File: config.mk
export PLATFORM = sky130hd
export DESIGN_NAME = burst_uvlo_supervisor
export DESIGN_NICKNAME = d
export VERILOG_FILES = /design/src/rtl/bsup_pkg.sv /design/src/rtl/bsup_sync.sv /design/src/rtl/bsup_uvlo_sel.sv /design/src/rtl/bsup_mode_fsm.sv /design/src/rtl/bsup_out_reg.sv /design/src/rtl/burst_uvlo_supervisor.sv
export SDC_FILE = /design/constraint.sdc
export NUM_CORES = 1
export LEC_CHECK = 0
export CORE_ASPECT_RATIO = 1.1
export CORE_MARGIN = 4
export CORE_UTILIZATION = 30
export CTS_CLUSTER_DIAMETER = 80
export DETAILED_ROUTE_END_ITERATION = 6
export SYNTH_ARGS = -nofsm -noshare
export SYNTH_HDL_FRONTEND = slang
export SYNTH_SLANG_ARGS = --single-unit
File: constraint.sdc
create_clock -name clk -period 3.5 [get_ports clk]
set_clock_uncertainty 0.05 [all_clocks]
set_input_delay 0.875 -clock clk [delete_from_list [all_inputs] [get_ports clk]]
set_output_delay 0.875 -clock clk [all_outputs]
set_load 0.01 [all_outputs]
File: src/rtl/bsup_pkg.sv
package bsup_pkg;
  localparam int FLAG_N    = 8;
  localparam int IX_FB_LO  = 0;
  localparam int IX_FB_RES = 1;
  localparam int IX_FB_EX  = 2;
  localparam int IX_V_FOLD = 3;
  localparam int IX_V_UVN  = 4;
  localparam int IX_V_UVB  = 5;
  localparam int IX_V_ON   = 6;
  localparam int IX_HV     = 7;

  typedef enum logic [2:0] {
    M_OFF      = 3'd0,
    M_STARTUP  = 3'd1,
    M_RUN      = 3'd2,
    M_BIDLE    = 3'd3,
    M_BSWITCH  = 3'd4
  } mode_t;
endpackage

File: src/rtl/bsup_sync.sv
module bsup_sync #(
  parameter int WIDTH  = 8,
  parameter int STAGES = 2
) (
  input  logic             clk,
  input  logic             rst,
  input  logic [WIDTH-1:0] d,
  output logic [WIDTH-1:0] q
);
  generate
    if (STAGES == 0) begin : g_bypass
      assign q = d;
    end else begin : g_chain
      logic [WIDTH-1:0] stg [STAGES];
      always_ff @(posedge clk) begin
        if (rst) begin
          for (int i = 0; i < STAGES; i++) stg[i] <= '0;
        end else begin
          stg[0] <= d;
          for (int i = 1; i < STAGES; i++) stg[i] <= stg[i-1];
        end
      end
      assign q = stg[STAGES-1];
    end
  endgenerate
endmodule

File: src/rtl/bsup_uvlo_sel.sv
module bsup_uvlo_sel (
  input  logic clk,
  input  logic rst,
  input  logic low_sel,
  input  logic above_norm,
  input  logic above_burst,
  output logic uvlo_ok
);
  always_ff @(posedge clk) begin
    if (rst) uvlo_ok <= 1'b0;
    else     uvlo_ok <= low_sel ? above_burst : above_norm;
  end
endmodule

File: src/rtl/bsup_mode_fsm.sv
module bsup_mode_fsm
  import bsup_pkg::*;
(
  input  logic  clk,
  input  logic  rst,
  input  logic  fb_lo,
  input  logic  fb_res,
  input  logic  fb_ex,
  input  logic  v_on,
  input  logic  hv_ok,
  input  logic  uvlo_ok,
  output mode_t mode,
  output logic  uvlo_low
);
  mode_t nx;
  logic  low_nx;

  always_comb begin
    nx = mode;
    unique case (mode)
      M_OFF:     if (hv_ok) nx = M_STARTUP;
      M_STARTUP: begin
        if (!hv_ok)     nx = M_OFF;
        else if (v_on)  nx = M_RUN;
      end
      M_RUN: begin
        if (!uvlo_ok)   nx = M_OFF;
        else if (fb_lo) nx = M_BIDLE;
      end
      M_BIDLE: begin
        if (!uvlo_ok)    nx = M_OFF;
        else if (fb_res) nx = M_BSWITCH;
      end
      M_BSWITCH: begin
        if (!uvlo_ok)   nx = M_OFF;
        else if (fb_lo) nx = M_BIDLE;
        else if (fb_ex) nx = M_RUN;
      end
      default: nx = M_OFF;
    endcase
  end

  always_comb begin
    low_nx = uvlo_low;
    if (nx == M_OFF)        low_nx = 1'b0;
    else if (nx == M_BIDLE) low_nx = 1'b1;
    else if (nx == M_RUN)   low_nx = 1'b0;
  end

  always_ff @(posedge clk) begin
    if (rst) begin
      mode     <= M_OFF;
      uvlo_low <= 1'b0;
    end else begin
      mode     <= nx;
      uvlo_low <= low_nx;
    end
  end
endmodule

File: src/rtl/bsup_out_reg.sv
module bsup_out_reg
  import bsup_pkg::*;
(
  input  logic  clk,
  input  logic  rst,
  input  mode_t mode,
  input  logic  uvlo_low,
  input  logic  hv_ok,
  input  logic  v_on,
  input  logic  v_fold,
  output logic  sw_en,
  output logic  burst_act,
  output logic  uvlo_low_sel,
  output logic  hv_src_en,
  output logic  hv_fold_sel
);
  logic charging;
  assign charging = hv_ok && !v_on && (mode == M_OFF || mode == M_STARTUP);

  always_ff @(posedge clk) begin
    if (rst) begin
      sw_en        <= 1'b0;
      burst_act    <= 1'b0;
      uvlo_low_sel <= 1'b0;
      hv_src_en    <= 1'b0;
      hv_fold_sel  <= 1'b0;
    end else begin
      sw_en        <= (mode == M_RUN) || (mode == M_BSWITCH);
      burst_act    <= (mode == M_BIDLE) || (mode == M_BSWITCH);
      uvlo_low_sel <= uvlo_low;
      hv_src_en    <= charging;
      hv_fold_sel  <= charging && !v_fold;
    end
  end
endmodule

File: src/rtl/burst_uvlo_supervisor.sv
module burst_uvlo_supervisor
  import bsup_pkg::*;
#(
  parameter int SYNC_STAGES = 2
) (
  input  logic clk,
  input  logic rst,
  input  logic fb_below_entry,
  input  logic fb_above_resume,
  input  logic fb_above_exit,
  input  logic vdd_above_fold,
  input  logic vdd_above_uvlo_norm,
  input  logic vdd_above_uvlo_burst,
  input  logic vdd_above_on,
  input  logic hv_above_start,
  output logic sw_en,
  output logic burst_act,
  output logic uvlo_low_sel,
  output logic hv_src_en,
  output logic hv_fold_sel
);
  logic [FLAG_N-1:0] raw, syn;
  mode_t mode;
  logic  uvlo_low, uvlo_ok;

  always_comb begin
    raw            = '0;
    raw[IX_FB_LO]  = fb_below_entry;
    raw[IX_FB_RES] = fb_above_resume;
    raw[IX_FB_EX]  = fb_above_exit;
    raw[IX_V_FOLD] = vdd_above_fold;
    raw[IX_V_UVN]  = vdd_above_uvlo_norm;
    raw[IX_V_UVB]  = vdd_above_uvlo_burst;
    raw[IX_V_ON]   = vdd_above_on;
    raw[IX_HV]     = hv_above_start;
  end

  bsup_sync #(.WIDTH(FLAG_N), .STAGES(SYNC_STAGES)) i_sync (
    .clk(clk), .rst(rst), .d(raw), .q(syn)
  );

  bsup_uvlo_sel i_usel (
    .clk(clk), .rst(rst), .low_sel(uvlo_low),
    .above_norm(syn[IX_V_UVN]), .above_burst(syn[IX_V_UVB]),
    .uvlo_ok(uvlo_ok)
  );

  bsup_mode_fsm i_fsm (
    .clk(clk), .rst(rst),
    .fb_lo(syn[IX_FB_LO]), .fb_res(syn[IX_FB_RES]), .fb_ex(syn[IX_FB_EX]),
    .v_on(syn[IX_V_ON]), .hv_ok(syn[IX_HV]), .uvlo_ok(uvlo_ok),
    .mode(mode), .uvlo_low(uvlo_low)
  );

  bsup_out_reg i_out (
    .clk(clk), .rst(rst), .mode(mode), .uvlo_low(uvlo_low),
    .hv_ok(syn[IX_HV]), .v_on(syn[IX_V_ON]), .v_fold(syn[IX_V_FOLD]),
    .sw_en(sw_en), .burst_act(burst_act), .uvlo_low_sel(uvlo_low_sel),
    .hv_src_en(hv_src_en), .hv_fold_sel(hv_fold_sel)
  );
endmodule

Word-level counts from Yosys, hierarchy flattened
Memory sizes are Yosys's and may differ from the RTL's.
Cells that the tools add are included.
{ "op_classes": {"bitwise": 2, "mux": 19, "n_reduce_logical": 12, "eq_ne": 6} }
{ "ops": {"columns": ["op", "count"], "rows": [
  ["$mux 3", 10],
  ["$mux 8", 2],
  ["$pmux 3 s5", 1],
  ["$eq 3x2->1 const B", 4],
  ["$logic_not 3->1", 2],
  ["$mux 1", 6],
  ["$eq 3x1->1 const B", 1],
  ["$eq 3x3->1 const B", 1],
  ["$logic_and 1x1->1", 3],
  ["$logic_or 1x1->1", 3],
  ["$logic_not 1->1", 2],
  ["$or 1x1->1", 2],
  ["$reduce_bool 2->1", 1],
  ["$reduce_or 2->1", 1]
]} }
{ "word_totals": {"memories": 1, "ram_bits": 16, "inputBits": 10, "word_cells": 48, "out_inout_bits": 5, "reg_bits": 10} }
{ "mem_list": {"columns": ["name", "depth", "width", "rd", "rd_ports_with_merged_regs", "write_ports", "line_no", "text"], "rows": [
  ["i_sync.g_chain.stg", 2, 8, 2, 0, 2, "bsup_sync.sv:14", "logic [WIDTH-1:0] stg [STAGES];"]
]} }

Depth between registers and ports, before layout
{ "logic_depth": {"depth_word": 7, "mapped_depth": 5, "mapped_depth_nobuf": 4} }

Cells and area by module
A second synthesis with hierarchy kept.
{ "hier_totals": {"hier_cells": 84, "hier_area_um2": 957.2} }
{ "modules_own_cells": {"columns": ["module", "area_each_um2", "cells_per_inst", "instances", "seq_area_each_um2"], "rows": [
  ["bsup_sync", 524.3, 41, 1, 320.3],
  ["bsup_mode_fsm", 234.0, 26, 1, 80.1],
  ["bsup_out_reg", 165.2, 14, 1, 100.1],
  ["bsup_uvlo_sel", 33.8, 3, 1, 20.0]
]} }

Worst setup path before layout
OpenSTA, ideal clock, no wires.
{ "synth_path": {"path_type": "input to register", "from": "in rst", "to": "reg i_fsm.uvlo_low", "path_buffers": 0, "setup_ns": 0.056, "arrival_time_ns": 1.338, "t_required_ns": 3.394, "stages": 3, "setup_slack_ns": 2.056, "cell_sequence": "a211o_1 -> a21oi_2 -> o22a_2"} }
{ "synth_between": {"elab_chain_len": 1} }
{ "synth_lines": {"columns": ["item", "line_no", "text"], "rows": [
  ["start, declared", "burst_uvlo_supervisor.sv:7", "input logic rst,"],
  ["$reduce_or 2->1 (no line)", null, null],
  ["end signal, assigned", "bsup_mode_fsm.sv:56", "uvlo_low <= low_nx;"],
  ["end, declared", "bsup_mode_fsm.sv:13", "output logic uvlo_low"]
]} }
Every way passes these cells.
A chain may end at the register's enable or synchronous reset.

Final worst setup path
{ "layout_path": {"from": "reg i_out.uvlo_low_sel", "to": "out uvlo_low_sel"} }
{ "layout_rtl": {"columns": ["item", "line_no", "text"], "rows": [
  ["start, declared", "bsup_out_reg.sv:13", "output logic uvlo_low_sel,"],
  ["start signal, assigned", "bsup_out_reg.sv:30", "uvlo_low_sel <= uvlo_low;"],
  ["end, declared", "burst_uvlo_supervisor.sv:18", "output logic uvlo_low_sel,"]
]} }
No word-level cell between the ends.

==> reports/metrics.yaml <==
areaGrowthSynthToFinish_pct: 21.6
topRoutingLayerUsed: "met3"
synth_nets: 90
hold_path_class: "register to register"
cts-resized-gates: 0
synth.most_common_cell: "dfxtp_1"
place_inst: 123
nNetsFinal: 105
fmax_mhz: 479
power_density_nw_per_um2: 437
die_y_um: 63.9
fp.dieArea_um2: 3760
period_minus_slack_ns: 2.09
cap_violations: 0
grt_max_degree: 20
p_leak_uw: 0.000376
grt_pass1_wl_mm: 2.20
route.met3.wl_um: 97
ir_drop_uv: 209
coreArea_um2: 2750
fin_crit_sh_pct: 59.6
cts_buffers: 3
gr-total-overflow: 0
synth_edf_count: 0
synth_cell_types: 22
ff2ff_setup_slack_ns: 1.97
drive_above_1_share_pct: 8.60
outcome: "finished clean"
cts_tree: "yes"
cp_max_fo: 1
syn_inst: 80
finalSetupTns_ns: 0
route.antenna.remaining_nets: 0
synth_commonest_cells: "dfxtp_1, nor2b_1, nor2_1"
critPathSlowestCell: "clkdlybuf4s50_1"
wl_per_cell_um: 9.82
avgSynthCellArea_um2: 10.7
grt_pass1_vias: 574
wirelength_mm: 1.24
max_stage_delay_ns: 0.53
synth_async_sr_flop_share_pct: 0
fin_cells: 126
routedLengthMet1_um: 543
route.detailed.drc: 0
worstPathArrival_ns: 1.16
postCtsHoldBufs: 0
relSlewSlack_pct: 77.1
drt_iter0_markers: 8
clockBufferDepth: 2
synth_top_cell_by_area: "dfxtp_1"
ys_ff_latch: 26
worst_slack_ns: 1.41
io_pins: 15
rsz0062_at_grt: "false"
antenna_found_initial: 0
critPathBufInv: 1
path_cells: "clkdlybuf4s50_1"
synth.top_cell.area_share_pct: 61.1
dr.pass1.iters: 4
vias: 578
hold_viol: 0
crit_type: "register to output port"
cp.required_ns: 2.57
clock-sinks: 26
critPathCaptureType: "output port"
ctsHtreeMaxLevel: 1
num_antenna_cells: 0
met2_length_um: 596
hpwlAfterDp_um: 902
place.gp.congestion: 0.716
yosys-top-cells-area: "dfxtp_1, nor2b_1, nor2_1"
yosysWarnings: 0
synth_seq_area_share_pct: 61.1
insertion_delay_ns: 0.30
cts-root-buf: "clkbuf_4"
crit_family: "buffers and inverters"
drt-vias-per-instance: 4.59
grt_use_total_pct: 7.58
clk_pin_slew_ns: 0.12
dpl_worst_slack_ns: 1.41
start_kind: "register"
synth_area_um2: 852
yosys_most_used_dff: "dfxtp_1"
slew_viol_final: 0
initial_utilization_pct: 31.0
numPortBuffers: 14
rows: 20
cts_setup_buffers: 0
fin_util_pct: 37.6
setup_violations: 0
tightest_slew_ns: 0.342
die_w_um: 58.8
## worst paths after layout
path | start | to | depth (start not counted)
setup / recovery | i_out.uvlo_low_sel | uvlo_low_sel | 1
hold / removal | i_sync.g_chain.stg[0][11] | i_out.hv_fold_sel | 1
setup reg to reg | i_fsm.mode[1] | i_fsm.uvlo_low | 4
hold reg to reg | i_sync.g_chain.stg[0][11] | i_out.hv_fold_sel | 1
## state kept, by name, summed over array words and instances (netlist names)
register,flops
i_fsm.mode,3
i_fsm.uvlo_low,1
i_out.burst_act,1
i_out.hv_fold_sel,1
i_out.hv_src_en,1
i_out.sw_en,1
i_out.uvlo_low_sel,1
i_sync.g_chain.stg,16
i_usel.uvlo_ok,1
## kinds of logic after synthesis
family          Yosys count  synth area share [%]
mux                       2                  2.94
flops                    26                  61.1
compound gates            7                  5.73
simple gates             39                  26.0
buf+inv                   5                  3.23
xor+xnor                  1                  1.03
## cell type report
cell class / count / area, um^2
repair buffers: 15 / 148
clock buffers: 3 / 22.5
flip-flops and latches: 26 / 520
fillers: 286 / 1720
well taps: 33 / 41.3
multi-input cells: 49 / 304
## power breakdown
part / switching, uW / total, uW / internal (uW)
logic: 8.93 / 25.8 / 16.9
registers: 3.75 / 309 / 306
clock network: 77.0 / 117 / 40.2
total: 89.7 / 452 / 363
## metal layers
| layer | global-route usage [%] | up-vias |
|---|---|---|
| met5 | 0 | - |
| met4 | 4.53 | 0 |
| met3 | 2.63 | 0 |
| met2 | 12.8 | 16 |
| met1 | 7.81 | 267 |
| li1 | - | 295 |
## cell usage in the layout (no fill, tap or decap), types with 2 or more instances in the layout
master	count
dfxtp_1	26
nor2b_1	18
clkdlybuf4s50_1	14
nor2_1	7
nand2_1	3
nand4_1	3
nor3_1	3
clkbuf_4	3
nand3_1	2
a21oi_1	2
## through the flow
step / instance area, um^2 / hold WS, ns / total power, uW
2_1_floorplan: 852 / 0.324 / 328
3_3_place_gp: 1010 / 0.345 / 341
3_5_place_dp: 1010 / 0.332 / 342
4_1_cts: 1040 / 0.351 / 459
5_1_grt: 1040 / 0.367 / 477
6_report: 1040 / 0.353 / 452
(Power assumes the default switching activity.)
